File: config.mk
export PLATFORM = sky130hd
export DESIGN_NAME = ipcMailbox
export DESIGN_NICKNAME = d
export VERILOG_FILES = /design/src/rtl/mbx_pkg.sv /design/src/rtl/mbxFifo.sv /design/src/rtl/mbxData.sv /design/src/rtl/mbxCtrl.sv /design/src/rtl/ipcMailbox.sv
export SDC_FILE = /design/constraint.sdc
export NUM_CORES = 2
export LEC_CHECK = 0
export ABC_AREA = 1
export ABC_CLOCK_PERIOD_IN_PS = 4300
export BUFFER_PORTS_ARGS = -buffer_cell sky130_fd_sc_hd__clkbuf_2
export CORE_MARGIN = 1
export CORE_UTILIZATION = 25
export DETAILED_ROUTE_END_ITERATION = 8
export PLACE_DENSITY = 0.38
export SLEW_MARGIN = 20
export SYNTH_ARGS = -nofsm -noshare
export SYNTH_HDL_FRONTEND = slang
export SYNTH_SLANG_ARGS = --single-unit
File: constraint.sdc
create_clock -name clk -period 4.3 [get_ports clk]
set_input_delay 0.645 -clock clk [delete_from_list [all_inputs] [get_ports clk]]
set_output_delay 0.645 -clock clk [all_outputs]
set_load 0.01 [all_outputs]
File: src/rtl/mbx_pkg.sv
package mbx_pkg;
  localparam int CH_NUM     = 8;
  localparam int FIFO_DEPTH = 4;
  localparam int WORD_W     = 32;
  localparam int ADDR_W     = 9;
  localparam int WA_W       = ADDR_W - 2;
  localparam int CNT_W      = $clog2(FIFO_DEPTH + 1);
  localparam int STAT_W     = 2 * CH_NUM;
  localparam int CTRL_REGS  = (CH_NUM + 3) / 4;

  // word-address map (byte address >> 2)
  localparam int WA_REM_EN = 'h10;
  localparam int WA_REM_ST = 'h14;
  localparam int WA_LOC_EN = 'h18;
  localparam int WA_LOC_ST = 'h1C;
  localparam int WA_FULL   = 'h40;
  localparam int WA_CNT    = 'h50;
  localparam int WA_DATA   = 'h60;

  typedef struct packed {
    logic [CH_NUM-1:0] push;
    logic [CH_NUM-1:0] pop;
    logic [CH_NUM-1:0] fromLoc;
  } mbxStrobe_t;
endpackage

File: src/rtl/mbxFifo.sv
module mbxFifo #(
  parameter int DEPTH = 4,
  parameter int WIDTH = 32
) (
  input  logic                           clk,
  input  logic                           rst,
  input  logic                           push,
  input  logic                           pop,
  input  logic [WIDTH-1:0]               wrData,
  output logic [WIDTH-1:0]               head,
  output logic [$clog2(DEPTH+1)-1:0]     count
);
  localparam int PTR_W = (DEPTH > 1) ? $clog2(DEPTH) : 1;
  localparam int CNT_W = $clog2(DEPTH + 1);

  logic [WIDTH-1:0] mem [DEPTH];
  logic [PTR_W-1:0] wrPtr, rdPtr;

  function automatic logic [PTR_W-1:0] nextPtr(input logic [PTR_W-1:0] p);
    return (p == PTR_W'(DEPTH - 1)) ? '0 : p + 1'b1;
  endfunction

  always_ff @(posedge clk) begin
    if (push) mem[wrPtr] <= wrData;
  end

  always_ff @(posedge clk) begin
    if (rst) begin
      wrPtr <= '0;
      rdPtr <= '0;
      count <= '0;
    end else begin
      if (push) wrPtr <= nextPtr(wrPtr);
      if (pop)  rdPtr <= nextPtr(rdPtr);
      count <= count + CNT_W'(push) - CNT_W'(pop);
    end
  end

  assign head = mem[rdPtr];
endmodule

File: src/rtl/mbxData.sv
module mbxData
  import mbx_pkg::*;
(
  input  logic                           clk,
  input  logic                           rst,
  input  mbxStrobe_t                     stb,
  input  logic [WORD_W-1:0]              locWrData,
  input  logic [WORD_W-1:0]              remWrData,
  output logic [CH_NUM-1:0][WORD_W-1:0]  heads,
  output logic [CH_NUM-1:0][CNT_W-1:0]   counts
);
  for (genvar n = 0; n < CH_NUM; n++) begin : g_ch
    logic [WORD_W-1:0] chWrData;
    assign chWrData = stb.fromLoc[n] ? locWrData : remWrData;

    mbxFifo #(
      .DEPTH (FIFO_DEPTH),
      .WIDTH (WORD_W)
    ) u_fifo (
      .clk    (clk),
      .rst    (rst),
      .push   (stb.push[n]),
      .pop    (stb.pop[n]),
      .wrData (chWrData),
      .head   (heads[n]),
      .count  (counts[n])
    );
  end
endmodule

File: src/rtl/mbxCtrl.sv
module mbxCtrl
  import mbx_pkg::*;
(
  input  logic                           clk,
  input  logic                           rst,
  input  logic [ADDR_W-1:0]              locAddr,
  input  logic                           locWrEn,
  input  logic                           locRdEn,
  input  logic [WORD_W-1:0]              locWrData,
  input  logic [ADDR_W-1:0]              remAddr,
  input  logic                           remWrEn,
  input  logic                           remRdEn,
  input  logic [WORD_W-1:0]              remWrData,
  input  logic [CH_NUM-1:0][WORD_W-1:0]  heads,
  input  logic [CH_NUM-1:0][CNT_W-1:0]   counts,
  output mbxStrobe_t                     stb,
  output logic [WORD_W-1:0]              locRdData,
  output logic [WORD_W-1:0]              remRdData,
  output logic [STAT_W-1:0]              locStat,
  output logic [STAT_W-1:0]              remStat,
  output logic [STAT_W-1:0]              locEn,
  output logic [STAT_W-1:0]              remEn,
  output logic [CH_NUM-1:0]              rxDir,
  output logic [CH_NUM-1:0]              txDir
);
  logic [WA_W-1:0]   locW, remW;
  logic [CH_NUM-1:0] locWrites, remWrites, notEmpty, isFull;
  logic [STAT_W-1:0] locSet, remSet, locClr, remClr;
  logic [CTRL_REGS-1:0][WORD_W-1:0] ctrlWord;
  logic [1:0][WA_W-1:0]   sideW;
  logic [1:0][CH_NUM-1:0] readsCh;
  logic [1:0][WORD_W-1:0] sideRd;

  // misaligned addresses map to an unused word
  assign locW = (locAddr[1:0] == 2'b00) ? locAddr[ADDR_W-1:2] : '1;
  assign remW = (remAddr[1:0] == 2'b00) ? remAddr[ADDR_W-1:2] : '1;

  always_comb begin
    for (int n = 0; n < CH_NUM; n++) begin
      locWrites[n] = txDir[n] & ~rxDir[n];
      remWrites[n] = rxDir[n] & ~txDir[n];
      notEmpty[n]  = counts[n] != '0;
      isFull[n]    = counts[n] == CNT_W'(FIFO_DEPTH);
    end
  end

  // queue strobes
  always_comb begin
    for (int n = 0; n < CH_NUM; n++) begin
      logic locHit, remHit;
      locHit = locW == WA_W'(WA_DATA + n);
      remHit = remW == WA_W'(WA_DATA + n);
      stb.push[n] = ~isFull[n] &
                    ((locWrEn & locHit & locWrites[n]) | (remWrEn & remHit & remWrites[n]));
      stb.pop[n]  = notEmpty[n] &
                    ((locRdEn & locHit & remWrites[n]) | (remRdEn & remHit & locWrites[n]));
      stb.fromLoc[n] = locWrites[n];
    end
  end

  // status set conditions and write-one-to-clear masks
  always_comb begin
    locSet = '0;
    remSet = '0;
    for (int n = 0; n < CH_NUM; n++) begin
      locSet[2*n]   = remWrites[n] & notEmpty[n];
      locSet[2*n+1] = locWrites[n] & ~isFull[n];
      remSet[2*n]   = locWrites[n] & notEmpty[n];
      remSet[2*n+1] = remWrites[n] & ~isFull[n];
    end
    locClr = ((locWrEn && locW == WA_W'(WA_LOC_ST)) ? locWrData[STAT_W-1:0] : '0) |
             ((remWrEn && remW == WA_W'(WA_LOC_ST)) ? remWrData[STAT_W-1:0] : '0);
    remClr = ((locWrEn && locW == WA_W'(WA_REM_ST)) ? locWrData[STAT_W-1:0] : '0) |
             ((remWrEn && remW == WA_W'(WA_REM_ST)) ? remWrData[STAT_W-1:0] : '0);
  end

  always_ff @(posedge clk) begin
    if (rst) begin
      locStat <= '0;
      remStat <= '0;
      locEn   <= '0;
      remEn   <= '0;
      rxDir   <= '0;
      txDir   <= '0;
    end else begin
      locStat <= locSet | (locStat & ~locClr);
      remStat <= remSet | (remStat & ~remClr);

      if (locWrEn && locW == WA_W'(WA_LOC_EN))      locEn <= locWrData[STAT_W-1:0];
      else if (remWrEn && remW == WA_W'(WA_LOC_EN)) locEn <= remWrData[STAT_W-1:0];

      if (locWrEn && locW == WA_W'(WA_REM_EN))      remEn <= locWrData[STAT_W-1:0];
      else if (remWrEn && remW == WA_W'(WA_REM_EN)) remEn <= remWrData[STAT_W-1:0];

      for (int n = 0; n < CH_NUM; n++) begin
        if (locWrEn && locW == WA_W'(n / 4)) begin
          rxDir[n] <= locWrData[8*(n%4)];
          txDir[n] <= locWrData[8*(n%4)+4];
        end else if (remWrEn && remW == WA_W'(n / 4)) begin
          rxDir[n] <= remWrData[8*(n%4)];
          txDir[n] <= remWrData[8*(n%4)+4];
        end
      end
    end
  end

  // readback
  always_comb begin
    ctrlWord = '0;
    for (int n = 0; n < CH_NUM; n++) begin
      ctrlWord[n/4][8*(n%4)]   = rxDir[n];
      ctrlWord[n/4][8*(n%4)+4] = txDir[n];
    end
  end

  assign sideW   = {remW, locW};
  assign readsCh = {locWrites, remWrites};

  always_comb begin
    for (int s = 0; s < 2; s++) begin
      sideRd[s] = '0;
      for (int r = 0; r < CTRL_REGS; r++) begin
        if (sideW[s] == WA_W'(r)) sideRd[s] = ctrlWord[r];
      end
      if (sideW[s] == WA_W'(WA_REM_EN)) sideRd[s] = WORD_W'(remEn);
      if (sideW[s] == WA_W'(WA_REM_ST)) sideRd[s] = WORD_W'(remStat);
      if (sideW[s] == WA_W'(WA_LOC_EN)) sideRd[s] = WORD_W'(locEn);
      if (sideW[s] == WA_W'(WA_LOC_ST)) sideRd[s] = WORD_W'(locStat);
      for (int n = 0; n < CH_NUM; n++) begin
        if (sideW[s] == WA_W'(WA_FULL + n)) sideRd[s] = WORD_W'(isFull[n]);
        if (sideW[s] == WA_W'(WA_CNT + n))  sideRd[s] = WORD_W'(counts[n]);
        if (sideW[s] == WA_W'(WA_DATA + n) && readsCh[s][n] && notEmpty[n])
          sideRd[s] = heads[n];
      end
    end
  end

  assign locRdData = sideRd[0];
  assign remRdData = sideRd[1];
endmodule

File: src/rtl/ipcMailbox.sv
module ipcMailbox
  import mbx_pkg::*;
(
  input  logic              clk,
  input  logic              rst,
  input  logic [ADDR_W-1:0] locAddr,
  input  logic              locWrEn,
  input  logic              locRdEn,
  input  logic [WORD_W-1:0] locWrData,
  output logic [WORD_W-1:0] locRdData,
  output logic              locIrq,
  input  logic [ADDR_W-1:0] remAddr,
  input  logic              remWrEn,
  input  logic              remRdEn,
  input  logic [WORD_W-1:0] remWrData,
  output logic [WORD_W-1:0] remRdData,
  output logic              remIrq
);
  mbxStrobe_t                    stb;
  logic [CH_NUM-1:0][WORD_W-1:0] heads;
  logic [CH_NUM-1:0][CNT_W-1:0]  counts;
  logic [STAT_W-1:0]             locStat, remStat, locEn, remEn;
  logic [CH_NUM-1:0]             rxDir, txDir;

  mbxCtrl u_ctrl (
    .clk       (clk),
    .rst       (rst),
    .locAddr   (locAddr),
    .locWrEn   (locWrEn),
    .locRdEn   (locRdEn),
    .locWrData (locWrData),
    .remAddr   (remAddr),
    .remWrEn   (remWrEn),
    .remRdEn   (remRdEn),
    .remWrData (remWrData),
    .heads     (heads),
    .counts    (counts),
    .stb       (stb),
    .locRdData (locRdData),
    .remRdData (remRdData),
    .locStat   (locStat),
    .remStat   (remStat),
    .locEn     (locEn),
    .remEn     (remEn),
    .rxDir     (rxDir),
    .txDir     (txDir)
  );

  mbxData u_data (
    .clk       (clk),
    .rst       (rst),
    .stb       (stb),
    .locWrData (locWrData),
    .remWrData (remWrData),
    .heads     (heads),
    .counts    (counts)
  );

  assign locIrq = |(locStat & locEn);
  assign remIrq = |(remStat & remEn);
endmodule

Word level (Yosys, flattened, before mapping)
Memories as Yosys holds them, arrays and structs flattened. A register that Yosys moved wholly into a read port is not among the register bits.
Cells that the tools add are included.

word-level totals
  output and inout bits = 66
  bits in writable memories = 1,024
  register bits after elaboration = 136
  memories = 8
  word-level logic and storage cells = 552
  input port bits = 88

operators by class
  mux-type cells = 158
  bitwise operators = 178
  add/sub/neg operators = 32
  equality and inequality tests = 82
  reductions and logical operators = 62

memories
  memory                     depth  width  read ports  clocked after Yosys merged registers in  wr ports  line           text
  u_data.g_ch[0].u_fifo.mem  4      32     1           1                                        1         mbxFifo.sv:16  logic [WIDTH-1:0] mem [DEPTH];
  u_data.g_ch[1].u_fifo.mem  4      32     1           1                                        1         mbxFifo.sv:16
  u_data.g_ch[2].u_fifo.mem  4      32     1           1                                        1         mbxFifo.sv:16
  u_data.g_ch[3].u_fifo.mem  4      32     1           1                                        1         mbxFifo.sv:16
  u_data.g_ch[4].u_fifo.mem  4      32     1           1                                        1         mbxFifo.sv:16
  u_data.g_ch[5].u_fifo.mem  4      32     1           1                                        1         mbxFifo.sv:16
  +2 memories                n/a    n/a    n/a         n/a                                      n/a       n/a

operators by type and width
  cell                   count
  $mux W32               52
  $mux W29               16
  $eq A7 B7 Y1 const B   48
  $and A1 B1 Y1          128
  $mux W16               8
  $and A16 B16 Y16       4
  $mux W2                32
  $or A16 B16 Y16        4
  $eq A7 B5 Y1 const B   8
  $mux W1                48
  $logic_and A1 B1 Y1    44
  $add A2 B1 Y2 const B  16
  $eq A2 B2 Y1 const B   16
  $not A16 Y16           2
  $reduce_or A16 Y1      2
  $add A3 B1 Y3          8
  $eq A3 B3 Y1 const B   8
  $not A1 Y1             24
  $reduce_bool A3 Y1     8
  $sub A3 B1 Y3          8
  $or A1 B1 Y1           16
  $eq A7 B1 Y1 const B   2
  $logic_not A7 Y1       2
  $mux W7                2
  other kinds (2)        6

Depth between registers and ports, before layout
  word-level depth = 33
  mapped depth = 25
  gate-level depth less buffers = 25

Cells and area by module
Synthesis repeated with hierarchy kept, for this count alone.

second synthesis, totals
  cells, all modules = 6,472
  area total of the unflattened synthesis = 59,271.8 um^2

by module, submodules not included
  module                                area an instance (um^2)  seq. area each (um^2)  cells an instance  times used
  mbxFifo at u_data.g_ch[0].u_fifo ...  5,515.3                  4,023.9                430                6
  mbxCtrl                               11,257.0                 1,601.5                2,098              1
  mbxFifo at u_data.g_ch[1].u_fifo      5,511.5                  4,023.9                430                1
  mbxFifo at u_data.g_ch[7].u_fifo      5,247.5                  4,023.9                398                1
  mbxData                               3,896.2                  0.0                    896                1
  ipcMailbox                            267.8                    0.0                    70                 1

Least setup slack after synthesis
No wires, ideal clock.

  path type = input to register
  start point = input port remAddr[1]
  end point = memory u_data.g_ch[6].u_fifo.mem[0][0], enable pin
  setup time = 0.421 ns
  data required time = 3.879 ns
  data arrival time = 3.090 ns
  slack = 0.789 ns
  stages = 11
  cell sequence = nor2_8 > nand2_2 > nor2_2 > inv_2 > nor3_1 > inv_1 > nor2_1 > nand4_1 > nand2_1 > inv_1 > nor2_1

between the ends
  cells in the longest elaborated chain, start to end = 9

RTL lines
  what                                  line              text
  from (decl)                           ipcMailbox.sv:12  input logic [ADDR_W-1:0] remAddr,
  $logic_not A2 Y1                      mbxCtrl.sv:36     assign remW = (remAddr[1:0] == 2'b00) ? remAddr[ADDR_W-1:2] : '1;
  $mux W7                               mbxCtrl.sv:36
  $eq A7 B7 Y1                          mbxCtrl.sv:52     remHit = remW == WA_W'(WA_DATA + n);
  $and A1 B1 Y1 (2 in a row)            mbxCtrl.sv:54     ((locWrEn & locHit & locWrites[n]) | (remWrEn & remHit & remWrites[n]));
  $or A1 B1 Y1                          mbxCtrl.sv:54
  $and A1 B1 Y1                         mbxCtrl.sv:53     stb.push[n] = ~isFull[n] &
  named net u_data.g_ch[6].u_fifo.push  mbxFifo.sv:7      input logic push,
  $mux W1                               mbxFifo.sv:24     if (push) mem[wrPtr] <= wrData;
  $mux W1 (implied by the code)         mbxFifo.sv:24
  to (decl)                             mbxFifo.sv:16

The timed path passes the listed nets, and every way through them passes these cells.

Final worst setup path
  start point = input port locAddr[1]
  end point = output port locRdData[1]

between the ends
  cells in the longest elaborated chain, start to end = 32
  elaborated cells on any way between the ends = 76

RTL lines
  what                  line              text
  from (decl)           ipcMailbox.sv:6   input logic [ADDR_W-1:0] locAddr,
  $logic_not A2 Y1 (*)  mbxCtrl.sv:35     assign locW = (locAddr[1:0] == 2'b00) ? locAddr[ADDR_W-1:2] : '1;
  $mux W7 (*)           mbxCtrl.sv:35
  $eq A7 B1 Y1          mbxCtrl.sv:123    if (sideW[s] == WA_W'(r)) sideRd[s] = ctrlWord[r];
  $mux W29              mbxCtrl.sv:123
  $mux W29              mbxCtrl.sv:125    if (sideW[s] == WA_W'(WA_REM_EN)) sideRd[s] = WORD_W'(remEn);
  $mux W29              mbxCtrl.sv:126    if (sideW[s] == WA_W'(WA_REM_ST)) sideRd[s] = WORD_W'(remStat);
  $mux W29              mbxCtrl.sv:127    if (sideW[s] == WA_W'(WA_LOC_EN)) sideRd[s] = WORD_W'(locEn);
  $mux W29              mbxCtrl.sv:128    if (sideW[s] == WA_W'(WA_LOC_ST)) sideRd[s] = WORD_W'(locStat);
  [... 16 more ...]     n/a
  $mux W32              mbxCtrl.sv:131    if (sideW[s] == WA_W'(WA_CNT + n)) sideRd[s] = WORD_W'(counts[n]);
  $mux W32              mbxCtrl.sv:132    if (sideW[s] == WA_W'(WA_DATA + n) && readsCh[s][n] && notEmpty[n])
  $mux W32              mbxCtrl.sv:130    if (sideW[s] == WA_W'(WA_FULL + n)) sideRd[s] = WORD_W'(isFull[n]);
  $mux W32              mbxCtrl.sv:131
  $mux W32              mbxCtrl.sv:132
  $mux W32              mbxCtrl.sv:130
  $mux W32              mbxCtrl.sv:131
  $mux W32 (*)          mbxCtrl.sv:132
  to (decl)             ipcMailbox.sv:10  output logic [WORD_W-1:0] locRdData,

Every way passes the cells marked *; elsewhere a longest branch is shown, timed or not.

==> results.sh <==
export IMPL_run_status="complete, but fails checks"
export IMPL_violations="setup timing"
export IMPL_r2r_start="u_ctrl.txDir[7]"
export IMPL_via_per_inst=5.08
export IMPL_fmax_mhz=230
export IMPL_cts_max_level=4
export IMPL_setup_tns_ps=-89.2
export IMPL_async_flop_share=0
export IMPL_nets=6268
export IMPL_drt_iter0_markers=5363
export IMPL_ff2ff_setup_slack_ps=1020
export IMPL_io_pins=154
export IMPL_r2r_end="u_data.g_ch[7].u_fifo.count[2]"
export IMPL_grt_ovfl_total=0
export IMPL_drv_cap=0
export IMPL_ys_types=61
export IMPL_p_per_area_nw_per_um2=354
export IMPL_leakagePower_nw=25.2
export IMPL_wire_per_inst_um=30.1
export IMPL_coreArea_um2=220000
export IMPL_final_util=0.318
export IMPL_drt_total_wl_um=277000
export IMPL_first_pass_iters=5
export IMPL_place_congestion=0.992
export IMPL_first_global_vias=43900
export IMPL_setup_ws_ps=-44.3
export IMPL_p_switching_w=0.00573
export IMPL_cp_data_arrival_time_ps=3700
export IMPL_cts_root_buf="clkbuf_16"
export IMPL_power_internal_w=0.0191
export IMPL_synth_edf_count=1024
export IMPL_final_common_cell="nand2_1"
export IMPL_hold_depth=3
export IMPL_num_vias=46700
export IMPL_rsz0062_at_grt="true"
export IMPL_critPathMaxFanout=6
export IMPL_fp_row_count=172
export IMPL_p_seq_frac=0.500
export IMPL_clk_pin_slew_ps=60
export IMPL_setup_viol_count_final=3
export IMPL_cts_hold_fix_buffers=0
export IMPL_grt_max_degree=102
export IMPL_postRouteAntennaNets=0
export IMPL_p_comb_frac=0.036
export IMPL_avgSynthCellArea_um2=9.91
export IMPL_worst_pin_slew_ps=1160
export IMPL_slowest_stage="nor2_4"
export IMPL_final_seq_area_um2=33800
export IMPL_synth_yosys_seq_area_share=0.608
export IMPL_ys_warn_count=0
export IMPL_cts_tree="done"
export IMPL_hold_violations=0
export IMPL_hp_class="primary input to flip-flop"
export IMPL_cts_buffers=141
export IMPL_p_sw_frac=0.231
export IMPL_area_growth_pct=26.0
export IMPL_p_clk_frac=0.465
export IMPL_dieArea_um2=224000
export IMPL_fillers=22600
export IMPL_min_from="remWrData[24]"
export IMPL_finalCritPeriodShare=1.01
export IMPL_synthCells=5608
export IMPL_final_setup_skew_ps=36.7
export IMPL_cts_sinks=1176
export IMPL_multi_input_area_um2=20500
export IMPL_syn_num_nets=5760
export IMPL_drc=0
export IMPL_critPathLaunchType="primary input"
export IMPL_final_max_slew_viol_count=0
export IMPL_critPathMaxStageDelay_ps=240
export IMPL_clock_latency_ps=810
export IMPL_grt_antenna_before_repair=36
export IMPL_ys_ff_latch=1176
export IMPL_crit_path_end_kind="output port"
export IMPL_start_util=0.252
export IMPL_critPathKind="primary input to output port"
export IMPL_grt_pass1_wl_um=370000
export IMPL_drive_above_1_share=0.219
export IMPL_final_cell_mix="nand2_1, edfxtp_1, o21ai_0, nor2_1, buf_4"
export IMPL_die_h_um=473
export IMPL_cpMostUsedCell="nand2_1"
export IMPL_syn_area_um2=55600
export IMPL_maxSlewHeadroom=0.225
export IMPL_die_x_um=473
export IMPL_clock_path_buffers=3
export IMPL_grt_use_total=0.241
export IMPL_port_buffers=153
export IMPL_r2r_worst_path_cells=18
export IMPL_min_period_ps=4340
export IMPL_hpwl_um=196000
export IMPL_peakVddDrop_mv=0.375
export IMPL_crit_required_ps=3650
export IMPL_ys_flop_type="edfxtp_1"
export IMPL_min_to="u_ctrl.rxDir[3]"
## routing by layer
layer	up-vias	GRT usage	share of wire
li1	21000	-	-
met1	23400	0.322	0.43
met2	1923	0.377	0.45
met3	408	0.0384	0.066
met4	0	0.121	0.052
met5	-	0	0
## power by group through the flow
stage               Sequential (W)  Combinational, W  Clock [W]
floorplan                   0.0126          0.000250          0
global route                0.0124          0.000896     0.0121
finish                      0.0124          0.000889     0.0115
CTS                         0.0124          0.000872     0.0117
detailed placement          0.0126          0.000862          0
global placement            0.0126          0.000859          0
## stage by stage
stage	cell area [um^2]	setup slack (ps)	power [W]	hold slack, ps	cells
2_1_floorplan	55600	789	0.0129	445	5608
3_3_place_gp	63400	-345	0.0135	456	8886
3_5_place_dp	63400	-442	0.0135	460	8886
4_1_cts	68500	-67.1	0.0250	136	9159
5_1_grt	70000	-122	0.0254	160	9188
6_report	70000	-44.3	0.0248	157	9201
## cells by family after synthesis
logic type | count (synthesis) | share of synthesized area
AOI/OAI and AO/OA | 1664 | 0.180
and+or+nand+nor | 1902 | 0.139
adders and majority gates | 64 | 0.0155
xor gates and xnor gates | 2 | 0.000315
DFF | 1176 | 0.608
buffers and inverters | 798 | 0.0562
muxes | 2 | 0.000360
## critical path, delay by kind of cell
family | cells | cell delay, ps
compound gates | 6 | 590
simple gates | 17 | 1630
buf+inv | 6 | 820
## cell type report
| class | instances | area share |
|---|---|---|
| clock buffers | 199 | 0.0550 |
| flip-flops and latches | 1176 | 0.483 |
| inverters | 453 | 0.0253 |
| repair buffers | 707 | 0.0833 |
| clock inverters | 57 | 0.00711 |
| multi-input cells | 3637 | 0.292 |
| well taps | 2958 | 0.0529 |
| diodes | 14 | 0.000501 |
## cell usage after synthesis, types with 4 or more instances
cell type  number  share of area
a211oi_1       26         0.0035
a21oi_1       310          0.028
a221oi_1       23         0.0036
a22oi_1         8         0.0011
a31oi_1        21         0.0024
a32o_1        126          0.023
a32oi_1         6        0.00095
buf_1          19         0.0013
buf_2          31         0.0028
buf_6           9         0.0018
clkbuf_1      272          0.018
clkbuf_2       12         0.0011
clkinv_1        8        0.00054
dfxtp_1       152          0.055
edfxtp_1     1024           0.55
fa_1            8         0.0029
ha_1           56          0.013
inv_1         405          0.027
inv_2          40         0.0027
nand2_1      1160          0.078
nand2_2         8        0.00090
nand3_1        41         0.0037
nand3_4         4         0.0013
nand4_1        24         0.0027
nor2_1        569          0.038
nor2_2         10         0.0011
nor2_4         11         0.0022
nor2_8          4         0.0014
nor3_1         29         0.0026
nor4_1          4        0.00045
o2111ai_1      31         0.0049
o211a_1         8         0.0014
o211ai_1       74          0.010
o21ai_0       687          0.062
o21ai_1       113          0.010
o221ai_1       56         0.0088
o22ai_1       144          0.016
o22ai_2         4        0.00090
o31ai_1        12         0.0016
or2_2          24         0.0027
## registers in the layout, summed over array words and instances (netlist names), named ones only
name,count
u_data.g_ch.u_fifo.count,24
u_ctrl.rxDir,8
u_ctrl.remStat,16
u_ctrl.locStat,16
u_data.g_ch.u_fifo.mem,1024
u_data.g_ch.u_fifo.wrPtr,16
u_ctrl.txDir,8
u_ctrl.remEn,16
u_ctrl.locEn,16
u_data.g_ch.u_fifo.rdPtr,16
## worst max-delay path by stage
stage	startpoint	to	slack, ps
after floorplan	remAddr[1]	u_data.g_ch[6].u_fifo.mem[0][0]	790
after global placement	locAddr[1]	locRdData[8]	-350
after detailed placement	locAddr[1]	locRdData[7]	-440
after CTS	u_data.g_ch[0].u_fifo.count[2]	locRdData[3]	-70
after global routing	locAddr[1]	locRdData[11]	-120
final	locAddr[1]	locRdData[1]	-40
## timing repair
action                                  in CTS  in global routing
endpoints found under the setup margin      63                 58
hold endpoints to repair                     0                  0
gates cloned                                 2                  6
setup buffers                               16                 24
gates resized for setup                    181                313
pin swaps                                   38                112
(Power assumes the default switching activity.)
